File: config.mk
export PLATFORM = sky130hd
export DESIGN_NAME = regprog_exec
export DESIGN_NICKNAME = d
export VERILOG_FILES = /design/src/rtl/regprog_pkg.sv /design/src/rtl/regprog_decode.sv /design/src/rtl/regprog_errstat.sv /design/src/rtl/regprog_seq.sv /design/src/rtl/regprog_exec.sv
export SDC_FILE = /design/constraint.sdc
export NUM_CORES = 1
export LEC_CHECK = 0
export ABC_AREA = 1
export CAP_MARGIN = 20
export CORE_ASPECT_RATIO = 1.1
export CORE_MARGIN = 2
export CORE_UTILIZATION = 45
export DETAILED_ROUTE_END_ITERATION = 6
export PLACE_DENSITY = 0.83
export SLEW_MARGIN = 10
export SYNTH_ARGS = -nofsm -noshare
export SYNTH_HDL_FRONTEND = slang
export SYNTH_SLANG_ARGS = --single-unit
File: constraint.sdc
create_clock -name clk -period 4 [get_ports clk]
set_input_delay 0.8 -clock clk [delete_from_list [all_inputs] [get_ports clk]]
set_output_delay 0.8 -clock clk [all_outputs]
set_load 0.05 [all_outputs]
File: src/rtl/regprog_pkg.sv
// Shared constants and types for the register-program executor.
// Assumes 32-bit program words and a register file of at most 128 entries.
package regprog_pkg;
    localparam int WORD_W = 32;
    localparam int IDX_W  = 7;
    localparam int LEN_W  = 8;
    // Running index width: a 7-bit start plus up to 255 steps never wraps.
    localparam int IDXC_W = IDX_W + 2;

    localparam logic [3:0] OP_LOAD  = 4'b1001;
    localparam logic [3:0] OP_STORE = 4'b1010;

    typedef enum logic [1:0] {
        ST_HDR,
        ST_LOAD,
        ST_SADDR,
        ST_SWR
    } exec_state_t;

    typedef struct packed {
        logic             is_load;
        logic             is_store;
        logic             is_nop;
        logic             is_unsup;
        logic [LEN_W-1:0] len;
        logic [IDX_W-1:0] idx;
    } hdr_t;
endpackage

File: src/rtl/regprog_decode.sv
// Header decoder: classifies a program word as load, store, zero-count
// no-op or unsupported, and extracts count and register index.
// Assumes reserved bits carry no meaning; they are not examined.
module regprog_decode
    import regprog_pkg::*;
(
    input  logic [WORD_W-1:0] word,
    output hdr_t              hdr
);
    logic [3:0] op;
    logic       zero_len;
    logic       known;

    // Split fields and classify the opcode.
    always_comb begin
        op           = word[31:28];
        zero_len     = (word[15:8] == '0);
        known        = (op == OP_LOAD) || (op == OP_STORE);
        hdr.len      = word[15:8];
        hdr.idx      = word[6:0];
        hdr.is_load  = (op == OP_LOAD)  && !zero_len;
        hdr.is_store = (op == OP_STORE) && !zero_len;
        hdr.is_nop   = known && zero_len;
        hdr.is_unsup = !known;
    end
endmodule

File: src/rtl/regprog_errstat.sv
// Sticky bad-index error bit with gated interrupt.
// Assumes set and clear are single-cycle strobes; set has priority.
module regprog_errstat (
    input  logic clk,
    input  logic rst_n,
    input  logic set_err,
    input  logic clr_err,
    input  logic irq_en,
    output logic err,
    output logic irq
);
    // Hold the error until cleared; a new error in the clear cycle wins.
    always_ff @(posedge clk) begin
        if (!rst_n)       err <= 1'b0;
        else if (set_err) err <= 1'b1;
        else if (clr_err) err <= 1'b0;
    end

    // Interrupt is the error gated by its enable.
    always_comb irq = err && irq_en;
endmodule

File: src/rtl/regprog_seq.sv
// Command sequencer: fetches words, runs load bursts and store pairs,
// skips bad register indices while still consuming their words.
// Assumes the register file read is combinational on rf_idx.
module regprog_seq
    import regprog_pkg::*;
#(
    parameter int               REG_COUNT = 24,
    parameter logic [WORD_W-1:0] PROG_BASE = '0
) (
    input  logic              clk,
    input  logic              rst_n,
    output logic              fetch_req,
    output logic [WORD_W-1:0] fetch_addr,
    input  logic              fetch_valid,
    input  logic [WORD_W-1:0] fetch_data,
    input  hdr_t              hdr,
    output logic              mw_valid,
    output logic [WORD_W-1:0] mw_addr,
    output logic [WORD_W-1:0] mw_data,
    input  logic              mw_ready,
    output logic              rf_we,
    output logic [IDXC_W-1:0] rf_idx,
    output logic [WORD_W-1:0] rf_wdata,
    input  logic [WORD_W-1:0] rf_rdata,
    output logic              bad_access,
    output logic              unsup
);
    localparam logic [IDXC_W-1:0] LIMIT = IDXC_W'(REG_COUNT);

    exec_state_t       state;
    logic [WORD_W-1:0] pc;
    logic [IDXC_W-1:0] cur_idx;
    logic [LEN_W-1:0]  remain;
    logic [WORD_W-1:0] st_addr;
    logic [WORD_W-1:0] st_data;
    logic              take;
    logic              idx_ok;
    logic              accessing;

    // Port drive and per-cycle strobes.
    always_comb begin
        fetch_req  = (state == ST_HDR) || (state == ST_LOAD) || (state == ST_SADDR);
        fetch_addr = pc;
        take       = fetch_req && fetch_valid;
        idx_ok     = cur_idx < LIMIT;
        accessing  = take && ((state == ST_LOAD) || (state == ST_SADDR));
        rf_idx     = cur_idx;
        rf_wdata   = fetch_data;
        rf_we      = accessing && (state == ST_LOAD) && idx_ok;
        bad_access = accessing && !idx_ok;
        unsup      = take && (state == ST_HDR) && hdr.is_unsup;
        mw_valid   = (state == ST_SWR);
        mw_addr    = st_addr;
        mw_data    = st_data;
    end

    // Command state machine and program pointer.
    always_ff @(posedge clk) begin
        if (!rst_n) begin
            state   <= ST_HDR;
            pc      <= PROG_BASE;
            cur_idx <= '0;
            remain  <= '0;
            st_addr <= '0;
            st_data <= '0;
        end else begin
            if (take) pc <= pc + WORD_W'(4);
            case (state)
                ST_HDR: begin
                    if (take) begin
                        cur_idx <= IDXC_W'(hdr.idx);
                        remain  <= hdr.len;
                        if (hdr.is_load)       state <= ST_LOAD;
                        else if (hdr.is_store) state <= ST_SADDR;
                    end
                end
                ST_LOAD: begin
                    if (take) begin
                        cur_idx <= cur_idx + 1'b1;
                        remain  <= remain - 1'b1;
                        if (remain == LEN_W'(1)) state <= ST_HDR;
                    end
                end
                ST_SADDR: begin
                    if (take) begin
                        st_addr <= fetch_data;
                        st_data <= rf_rdata;
                        state   <= idx_ok ? ST_SWR : ST_HDR;
                    end
                end
                default: begin
                    if (mw_ready) state <= ST_HDR;
                end
            endcase
        end
    end
endmodule

File: src/rtl/regprog_exec.sv
// Top of the register-program executor: decoder, sequencer, error status.
// Assumes REG_COUNT <= 128 and a word-aligned PROG_BASE.
module regprog_exec
    import regprog_pkg::*;
#(
    parameter int               REG_COUNT = 24,
    parameter logic [31:0]      PROG_BASE = 32'h0
) (
    input  logic        clk,
    input  logic        rst_n,
    output logic        fetch_req,
    output logic [31:0] fetch_addr,
    input  logic        fetch_valid,
    input  logic [31:0] fetch_data,
    output logic        mw_valid,
    output logic [31:0] mw_addr,
    output logic [31:0] mw_data,
    input  logic        mw_ready,
    output logic        rf_we,
    output logic [8:0]  rf_idx,
    output logic [31:0] rf_wdata,
    input  logic [31:0] rf_rdata,
    input  logic        err_clr,
    input  logic        irq_en,
    output logic        rd_err,
    output logic        irq,
    output logic        unsup
);
    hdr_t hdr;
    logic bad_access;

    regprog_decode u_dec (
        .word (fetch_data),
        .hdr  (hdr)
    );

    regprog_seq #(
        .REG_COUNT (REG_COUNT),
        .PROG_BASE (PROG_BASE)
    ) u_seq (
        .clk         (clk),
        .rst_n       (rst_n),
        .fetch_req   (fetch_req),
        .fetch_addr  (fetch_addr),
        .fetch_valid (fetch_valid),
        .fetch_data  (fetch_data),
        .hdr         (hdr),
        .mw_valid    (mw_valid),
        .mw_addr     (mw_addr),
        .mw_data     (mw_data),
        .mw_ready    (mw_ready),
        .rf_we       (rf_we),
        .rf_idx      (rf_idx),
        .rf_wdata    (rf_wdata),
        .rf_rdata    (rf_rdata),
        .bad_access  (bad_access),
        .unsup       (unsup)
    );

    regprog_errstat u_err (
        .clk     (clk),
        .rst_n   (rst_n),
        .set_err (bad_access),
        .clr_err (err_clr),
        .irq_en  (irq_en),
        .err     (rd_err),
        .irq     (irq)
    );
endmodule

After elaboration in Yosys (flattened, before gate mapping)
Cells that the tools add are included.
Widths: inputs -> output; s select.
{"block": "word_totals", "ff_bits": 116, "in_bits": 70, "output_inout_bits": 143, "elab_cells": 64}
{"block": "classes", "addsub": 3, "order_cmp": 1, "n_eq_ne": 11, "mux": 17, "n_reduce_logical": 25}
{"cell": "$add 32x3->32 const B", "n": 1}
{"cell": "$mux 9", "n": 2}
{"cell": "$pmux 9 s2", "n": 1}
{"cell": "$mux 2", "n": 8}
{"cell": "$mux 8", "n": 2}
{"cell": "$pmux 8 s2", "n": 1}
{"cell": "$logic_and 1x1->1", "n": 10}
{"cell": "$add 9x1->9 const B", "n": 1}
{"cell": "$lt 9x5->1 const B", "n": 1}
{"cell": "$eq 4x4->1 const B", "n": 2}
{"cell": "$eq 8x1->1 const B", "n": 1}
{"cell": "$logic_not 8->1", "n": 1}
{"cell": "$sub 8x1->8 const B", "n": 1}
{"cell": "$ne 2x1->1 const B", "n": 3}
{"cell": "$pmux 2 s3", "n": 1}
{"cell": "$reduce_and 6->1", "n": 1}
{"cell": "$eq 2x2->1 const B", "n": 2}
{"cell": "$logic_or 1x1->1", "n": 4}
{"cell": "$reduce_bool 2->1", "n": 2}
{"cell": "$reduce_bool 4->1", "n": 1}
{"cell": "$logic_not 1->1", "n": 3}
{"cell": "$ne 3x3->1 const B", "n": 1}
{"cell": "$reduce_and 3->1", "n": 1}
{"cell": "$eq 2x1->1 const B", "n": 1}
{"cell": "other kinds (4)", "n": 5}

Longest topological paths before layout
Gate-level depths: netlist of run 1.
{"block": "logic_depth", "depth_word": 7, "mapped_depth": 10, "depth_no_buf": 10}

Hierarchy
A second synthesis of run 1 with hierarchy kept.
{"block": "hier_totals", "hier_cells": 808, "hier_area_um2": 5592.9}
{"module": "regprog_seq", "instances": 1, "cells_per_inst": 764, "area_each_um2": 5342.6, "seq_area_each_um2": 2262.2}
{"module": "regprog_decode", "instances": 1, "cells_per_inst": 36, "area_each_um2": 198.9, "seq_area_each_um2": 0.0}
{"module": "regprog_errstat", "instances": 1, "cells_per_inst": 8, "area_each_um2": 51.3, "seq_area_each_um2": 20.0}

Worst setup path before layout of run 1
Ideal clock, no wire load.
{"block": "synth_path", "path_kind": "register to output", "start": "register u_seq.state[0]", "end": "output port unsup", "arrival_time_ps": 1965, "required_ps": 3200, "path_slack_ps": 1235, "path_stages_with_launch": 6, "path_buffers": 1, "cell_sequence": "dfxtp_1 ha_1 inv_2 nand2_2 buf_6 nor2_1"}
{"block": "synth_between", "elab_chain_len": 6, "elab_cells_between_ends": 8, "cone_classes": "eq/ne: 2; reduce/logical: 6"}
{"element": "start: declaration", "line_no": "regprog_seq.sv:30", "text": "exec_state_t state;"}
{"element": "start signal: assignment", "line_no": "regprog_seq.sv:88", "text": "state <= idx_ok ? ST_SWR : ST_HDR;"}
{"element": "$eq 2x1->1 / $logic_not 2->1 (equally long branches)", "line_no": "regprog_seq.sv:42", "text": "fetch_req = (state == ST_HDR) || (state == ST_LOAD) || (state == ST_SADDR);"}
{"element": "$logic_or 1x1->1", "line_no": "regprog_seq.sv:42"}
{"element": "$logic_or 1x1->1 *", "line_no": "regprog_seq.sv:42"}
{"element": "via fetch_req", "line_no": "regprog_exec.sv:11", "text": "output logic fetch_req,"}
{"element": "$logic_and 1x1->1 *", "line_no": "regprog_seq.sv:44", "text": "take = fetch_req && fetch_valid;"}
{"element": "$logic_and 1x1->1 * (2 in series)", "line_no": "regprog_seq.sv:51", "text": "unsup = take && (state == ST_HDR) && hdr.is_unsup;"}
{"element": "end: declaration", "line_no": "regprog_exec.sv:27", "text": "output logic unsup"}
Mark *: on every way through the listed nets, which the timed path passes. The rest lies on a longest branch.

Worst setup path after layout of run 1
{"block": "layout_path", "start": "input port fetch_valid", "end": "output port rf_we"}
{"block": "layout_between", "elab_chain_len": 4}
{"element": "start: declaration", "line_no": "regprog_exec.sv:13", "text": "input logic fetch_valid,"}
{"element": "$logic_and 1x1->1", "line_no": "regprog_seq.sv:44"}
{"element": "$logic_and 1x1->1", "line_no": "regprog_seq.sv:46", "text": "accessing = take && ((state == ST_LOAD) || (state == ST_SADDR));"}
{"element": "$logic_and 1x1->1 (2 in series)", "line_no": "regprog_seq.sv:49", "text": "rf_we = accessing && (state == ST_LOAD) && idx_ok;"}
{"element": "end: declaration", "line_no": "regprog_exec.sv:19", "text": "output logic rf_we,"}
No other way between the ends.

==> metrics.md, run 1 <==
| Metric | Value |
|---|---|
| Total Nets Final | 1,007 |
| Crit. path cell count | 6 |
| Worst EP arrival | 2.70 ns |
| Worst Hold Depth | 2 |
| # diodes | 0 |
| Top cells by area in the synthesized netlist | dfxtp_1 (42%), nor2_1 (13%), o21ai_0 (7.6%) |
| Slowest cell on the critical path | clkdlybuf4s50_1 |
| CTS tree | built |
| Hold crit path type | flip-flop to flip-flop |
| Lkg Pwr | 3.00 nW |
| Fin. Hold Viols | 0 |
| Pwr Total | 4.39 mW |
| Top_reg_cell synth | dfxtp_1 |
| CP dominant cell by count | clkdlybuf4s50_1 |
| Core area | 0.0115 mm^2 |
| Residual DRC count | 0 |
| Post-synthesis to final-layout area growth | 47.2% |
| DIE WIDTH | 108 um |
| IR drop worst, VDD | 0.000365 V |
| Starting DRC count in detailed routing | 254 |
| Largest net degree at the start of global routing | 90 |
| DR pass1 iterations | 5 |
| GR Overflow Total | 0 |
| Startpoint types | input pin |
| Dpl ws | 0.510 ns |
| FF-to-FF path depth | 10 |
| Tcrit/Tclk final | 87.5% |
| Non-Filler Instances | 1,092 |
| Synth top area share | 42.4% |
| Via count | 5,464 |
| Die Area | 0.0128 mm^2 |
| Post-synth EDFFs | 0 |
| # Max-Cap Violations | 0 |
| Initial antenna violation count | 0 |
| Crit path capture type | output port |
| Skew final | 0.00838 ns |
| Post-Syn Area | 0.00538 mm^2 |
| Setup TNS | 0 ns |
| # rows | 41 |
| Final-layout fill cell count | 995 |
| Post-CTS sizing | 0 |
| Req. time, crit path | 3.20 ns |
| Share of cells above drive strength 1 | 7.22% |
| CP Cell Sequence | clkdlybuf4s50_1 -> inv_2 -> nor2_4 -> nand3_1 -> nor2_1 -> clkdlybuf4s50_1 |
| GPL Wtd Cong | 0.920 |
| Async set-reset flop share out of synthesis | 0% |
| Sequential element share of the synthesized area | 42.4% |
| Max_slew headroom | 37.2% |
| Synth unique cells | 36 |
| CP peak stage delay | 0.83 ns |
| Ports | 213 |
| Final Critical Period | 3.50 ns |
| Least-Margin Pin Slew | 0.941 ns |
| Cell taking the most area after synthesis | dfxtp_1 |
| Placed cell count | 1,060 |
| I/O Buffers | 210 |
| Vias in the first global route | 5,234 |
| Final Slew Violations | 0 |
| Gr usage total | 24.3% |
| DIE HEIGHT | 119 um |
| Yosys warns | 0 |
| Top delay family on crit path | buffers and inverters |
| Clk slew on worst S/H paths | 0.05 ns |
| Syn_area_per_cell | 7.12 um^2 |
| CTS H-tree depth | 4 |
| Commonest cells post-synth | nor2_1 (184), dfxtp_1 (114), nand2_1 (98), o21ai_0 (82), inv_1 (58) |
| Worst setup path class | input pin to output port |
| CTS Root Cell | clkbuf_16 |
| Count leader, synth | nor2_1 |
| Cells after Synth | 755 |
| RSZ-0062 raised after global routing | no |
| Clock Sinks | 114 |
| Hold Worst Slack | 0.466 ns |
| Max clock buf depth | 2 |
| Final Worst Setup Slack | 0.501 ns |
| CP Max Fanout | 9 |
| Final setup fails | 0 |
| WL/cell | 14.0 um |
| Pwr/cell area | 554 mW/mm^2 |
| FMAX | 0.286 GHz |
| Total CTS buffers | 17 |
| Final ANT Viol Nets | 0 |
| Routed vias/inst | 5.00 |
| Outcome | finished clean |
| Clk Latency, worst-skew pair | 0.40 ns |
| #FFs+latches synth | 114 |
| Post CTS Setup Buffer Count | 0 |
| Final WL | 15.3 mm |
| Bufs and invs on worst path | 3 |
| First-pass GRT wire length | 24.9 mm |
| HPWL Detailed | 11.2 mm |
| Hold_buf cts | 0 |
| Starting Density | 46.6% |
[path summary, 6_finish.rpt]
check | start | end | slack, ns
worst max-delay path | fetch_valid | rf_we | 0.50
worst max register to register | u_seq.state[0] | u_seq.fetch_addr[28] | 1.92
worst min register to register | u_seq.fetch_addr[20] | u_seq.fetch_addr[20] | 0.47
worst min-delay path | u_seq.fetch_addr[20] | u_seq.fetch_addr[20] | 0.47
[cell usage in the layout (no fill, tap or decap), drive strengths merged]
| cell type | Yosys | routed |
|---|---|---|
| or2 | 1 | 1 |
| xnor2 | 1 | 1 |
| o21bai | 2 | 2 |
| nor3b | 2 | 2 |
| bufinv | 0 | 3 |
| nand3 | 33 | 33 |
| buf | 38 | 6 |
| inv | 65 | 65 |
| o22ai | 3 | 3 |
| ha | 8 | 8 |
| a211oi | 4 | 4 |
| clkdlybuf4s50 | 0 | 209 |
| dfxtp | 114 | 114 |
| nand4 | 12 | 12 |
| clkbuf | 23 | 21 |
| a21oi | 31 | 31 |
| o211ai | 2 | 2 |
| o21a | 4 | 4 |
| a22oi | 1 | 1 |
| and3 | 1 | 1 |
| a31oi | 9 | 9 |
| xor2 | 6 | 6 |
| o21ai | 84 | 84 |
| clkinv | 0 | 7 |
| nor2 | 197 | 197 |
| nand2 | 106 | 106 |
| nor3 | 7 | 7 |
| clkinvlp | 0 | 1 |
| conb | 1 | 2 |
[metrics by stage]
step,area [um^2],util (%)
4_1_cts,7920,68.6
3_5_place_dp,7330,63.5
6_report,7920,68.6
2_1_floorplan,5380,-
3_3_place_gp,7330,63.5
5_1_grt,7920,68.6
[state kept, by name, indices dropped and copies added, names as in the netlist]
| signal | flops |
|---|---|
| u_err.err | 1 |
| u_seq.fetch_addr | 30 |
| u_seq.mw_addr | 32 |
| u_seq.mw_data | 32 |
| u_seq.remain | 8 |
| u_seq.rf_idx | 9 |
| u_seq.state | 2 |
[metal layers]
metal,GRT usage [%],up-vias,part of all wire (%)
li1,-,2758,-
met2,42.8,186,51
met3,8.22,23,7.2
met4,7.69,0,1.9
met5,0,-,0
met1,27.3,2497,40
[worst min-delay path, delay by kind of cell (launching register included)]
family / cells / cell delay (ns)
flip-flops: 1 / 0.32
buffers and inverters: 1 / 0.05
AO/OA/AOI/OAI: 1 / 0.05
[logic make-up (layout without fill, tap and decap cells)]
family | after synthesis | count (layout) | synth area share [%]
compound gates | 140 | 140 | 14.0
xor+xnor | 7 | 7 | 1.14
fa+ha+maj | 8 | 8 | 1.86
buf+inv | 126 | 312 | 11.5
flops | 114 | 114 | 42.4
other cells | 1 | 2 | 0.0697
simple gates | 359 | 359 | 28.9
[area by class of cell]
class / count / area [um^2] / share of cell area (%)
repair buffers: 215 / 2130 / 27.0
inverters: 65 / 244 / 3.08
well taps: 150 / 188 / 2.37
multi-input cells: 516 / 2480 / 31.3
clock inverters: 11 / 136 / 1.72
flip-flops and latches: 114 / 2280 / 28.8
clock buffers: 21 / 450 / 5.69
[power by group]
part           internal, mW  leakage, nW  switching (mW)  total, mW
Clock                 0.989        0.290           0.511       1.50
Combinational         0.496         1.78            1.01       1.51
Sequential             1.28        0.926          0.0976       1.38
Power figures use the tool's default switching activity.
==> run 2: changes to the inputs <==
--- a/config.mk
+++ b/config.mk
@@ -6,13 +6,14 @@
 export NUM_CORES = 1
 export LEC_CHECK = 0
 export ABC_AREA = 1
-export CAP_MARGIN = 20
 export CORE_ASPECT_RATIO = 1.1
 export CORE_MARGIN = 2
 export CORE_UTILIZATION = 45
 export DETAILED_ROUTE_END_ITERATION = 6
-export PLACE_DENSITY = 0.83
+export GPL_TIMING_DRIVEN = 0
+export PLACE_DENSITY = 0.82
 export SLEW_MARGIN = 10
 export SYNTH_ARGS = -nofsm -noshare
 export SYNTH_HDL_FRONTEND = slang
+export SYNTH_HIERARCHICAL = 1
 export SYNTH_SLANG_ARGS = --single-unit
==> run 2 against run 1 <==
Compared with the run above:
- combinational power rose by 48%
- final cell count increased by 10%
- via count increased by 8.6%
- critical path depth up 2
- critical endpoint is now unsup
==> metrics.md, run 2 <==
| Metric | Value |
|---|---|
| Outcome | finished clean |
| # rows | 42 |
| GR Util met3 | 9.43% |
| Met1 usage | 28.7% |
| Final Slew Violations | 0 |
| CTS tree | built |
| Worst setup startpoint | fetch_data[28] |
| Grt peak-use layer | met2 |
| CP Max Fanout | 4 |
| Min-delay src | u_seq/remain[2] |
| Total CTS buffers | 17 |
| # diodes | 0 |
| Yosys warns | 6 |
| Dpl ws | 0.462 ns |
| Clk Latency, worst-skew pair | 0.41 ns |
| Post-Syn Area | 0.00559 mm^2 |
| Reg-to-reg slack, setup | 2.21 ns |
| HPWL Detailed | 13.5 mm |
| GR Overflow Total | 0 |
| Total Nets Final | 1,114 |
| Clk slew on worst S/H paths | 0.05 ns |
| CTS H-tree depth | 4 |
| Share of cells above drive strength 1 | 10.7% |
| Largest net degree at the start of global routing | 17 |
| Routed vias/inst | 4.93 |
| WL/cell | 14.9 um |
| Worst setup path class | input pin to output port |
| RSZ-0062 raised after global routing | no |
| Clock Sinks | 114 |
| CTS Root Cell | clkbuf_16 |
| Final setup fails | 0 |
| Syn_area_per_cell | 6.93 um^2 |
| Most frequent cells in the layout | clkdlybuf4s50_1 (210), nor2_1 (208), nand2_1 (115), dfxtp_1 (114), o21ai_0 (95) |
| Die Area | 0.0133 mm^2 |
| Crit Reg-Reg Startpoint | u_seq/state[0] |
| Gr usage total | 26.7% |
| IR drop worst, VDD | 0.000328 V |
| Ports | 213 |
| Crit path capture type | output port |
| Worst Hold Depth | 2 |
| Via count | 5,934 |
| Setup TNS | 0 ns |
| Final Worst Setup Slack | 0.392 ns |
| Initial antenna violation count | 0 |
| DIE WIDTH | 110 um |
| Max clock buf depth | 2 |
| Final ANT Viol Nets | 0 |
| Starting DRC count in detailed routing | 447 |
| Max_slew headroom | 58.2% |
| Core area | 0.0121 mm^2 |
| Most common cell after layout, fill and taps aside | clkdlybuf4s50_1 |
| First-pass GRT wire length | 27.4 mm |
| Vias in the first global route | 5,556 |
| Cells after Synth | 806 |
| I/O Buffers | 210 |
| Post CTS Setup Buffer Count | 0 |
| DIE HEIGHT | 121 um |
| # Max-Cap Violations | 0 |
| Post-synthesis to final-layout area growth | 51.5% |
| DR pass1 iterations | 5 |
| Skew final | 0.00815 ns |
| Least-Margin Pin Slew | 0.625 ns |
| FF-to-FF path depth | 7 |
| Lkg Pwr | 3.41 nW |
| Residual DRC count | 0 |
| Startpoint types | input pin |
| Post-CTS sizing | 0 |
| Hold Path Sink | u_seq/remain[2] |
| Pwr/cell area | 614 mW/mm^2 |
| Starting Density | 46.2% |
| Reg2reg end | u_seq/mw_data[29] |
| Tcrit/Tclk final | 90.2% |
| Final Critical Period | 3.61 ns |
| Hold crit path type | flip-flop to flip-flop |
| Met2 usage | 47.2% |
| Worst EP arrival | 2.81 ns |
| FMAX | 0.277 GHz |
| Req. time, crit path | 3.20 ns |
| Fin. Hold Viols | 0 |
| GPL Wtd Cong | 0.951 |
| Final WL | 17.9 mm |
| Hold_buf cts | 0 |
-- run 2: per-layer routing --
layer  routed length (um)  part of all wire, %  vias up
met5                    0                    0        -
met4                  464                  2.6        0
met3                 1850                   10       38
met2                 8800                   49      234
met1                 6810                   38     2684
li1                     -                    -     2978
-- run 2: layout make-up --
type                    count  area [um^2]
well taps                 154          193
clock buffers              21          470
plain buffers              80          519
clock inverters            11          110
inverters                  69          262
flip-flops and latches    114         2280
fillers                  1028         3620
repair buffers            210         2100
multi-input cells         544         2530
-- run 2: worst max path at each step --
stage / to / slack [ns] / depth (start not counted)
5_1_grt: unsup / 0.32 / 8
4_1_cts: unsup / 0.42 / 8
2_1_floorplan: unsup / 0.67 / 4
3_5_place_dp: unsup / 0.46 / 7
6_report: unsup / 0.39 / 8
3_3_place_gp: unsup / 0.44 / 7
-- run 2: through the flow --
| step | total power, mW | std cells | instance area (um^2) | utilization [%] | hold slack, ns |
|---|---|---|---|---|---|
| final | 5.19 | 1203 | 8460 | 70.0 | 0.478 |
| after global routing | 5.48 | 1203 | 8460 | 70.0 | 0.492 |
| after CTS | 5.21 | 1203 | 8460 | 70.0 | 0.480 |
| after detailed placement | 3.71 | 1171 | 7880 | 65.2 | 0.467 |
| after global placement | 3.68 | 1171 | 7880 | 65.2 | 0.461 |
| after floorplan | 3.02 | 807 | 5590 | - | 0.450 |
-- run 2: worst max-delay path: stages --
cell	delay, ns
clkdlybuf4s50_1	0.48
inv_1	0.10
nor2_1	0.04
nand2_1	0.11
nand2_1	0.07
inv_1	0.04
nor3b_1	0.27
clkdlybuf4s50_1	0.90
-- run 2: power breakdown --
| part | leakage [nW] | total [mW] | switching (mW) | internal [mW] |
|---|---|---|---|---|
| clock | 0.288 | 1.48 | 0.522 | 0.956 |
| combinational | 2.19 | 2.24 | 1.48 | 0.756 |
| sequential | 0.926 | 1.48 | 0.131 | 1.34 |
| total | 3.41 | 5.19 | 2.14 | 3.06 |
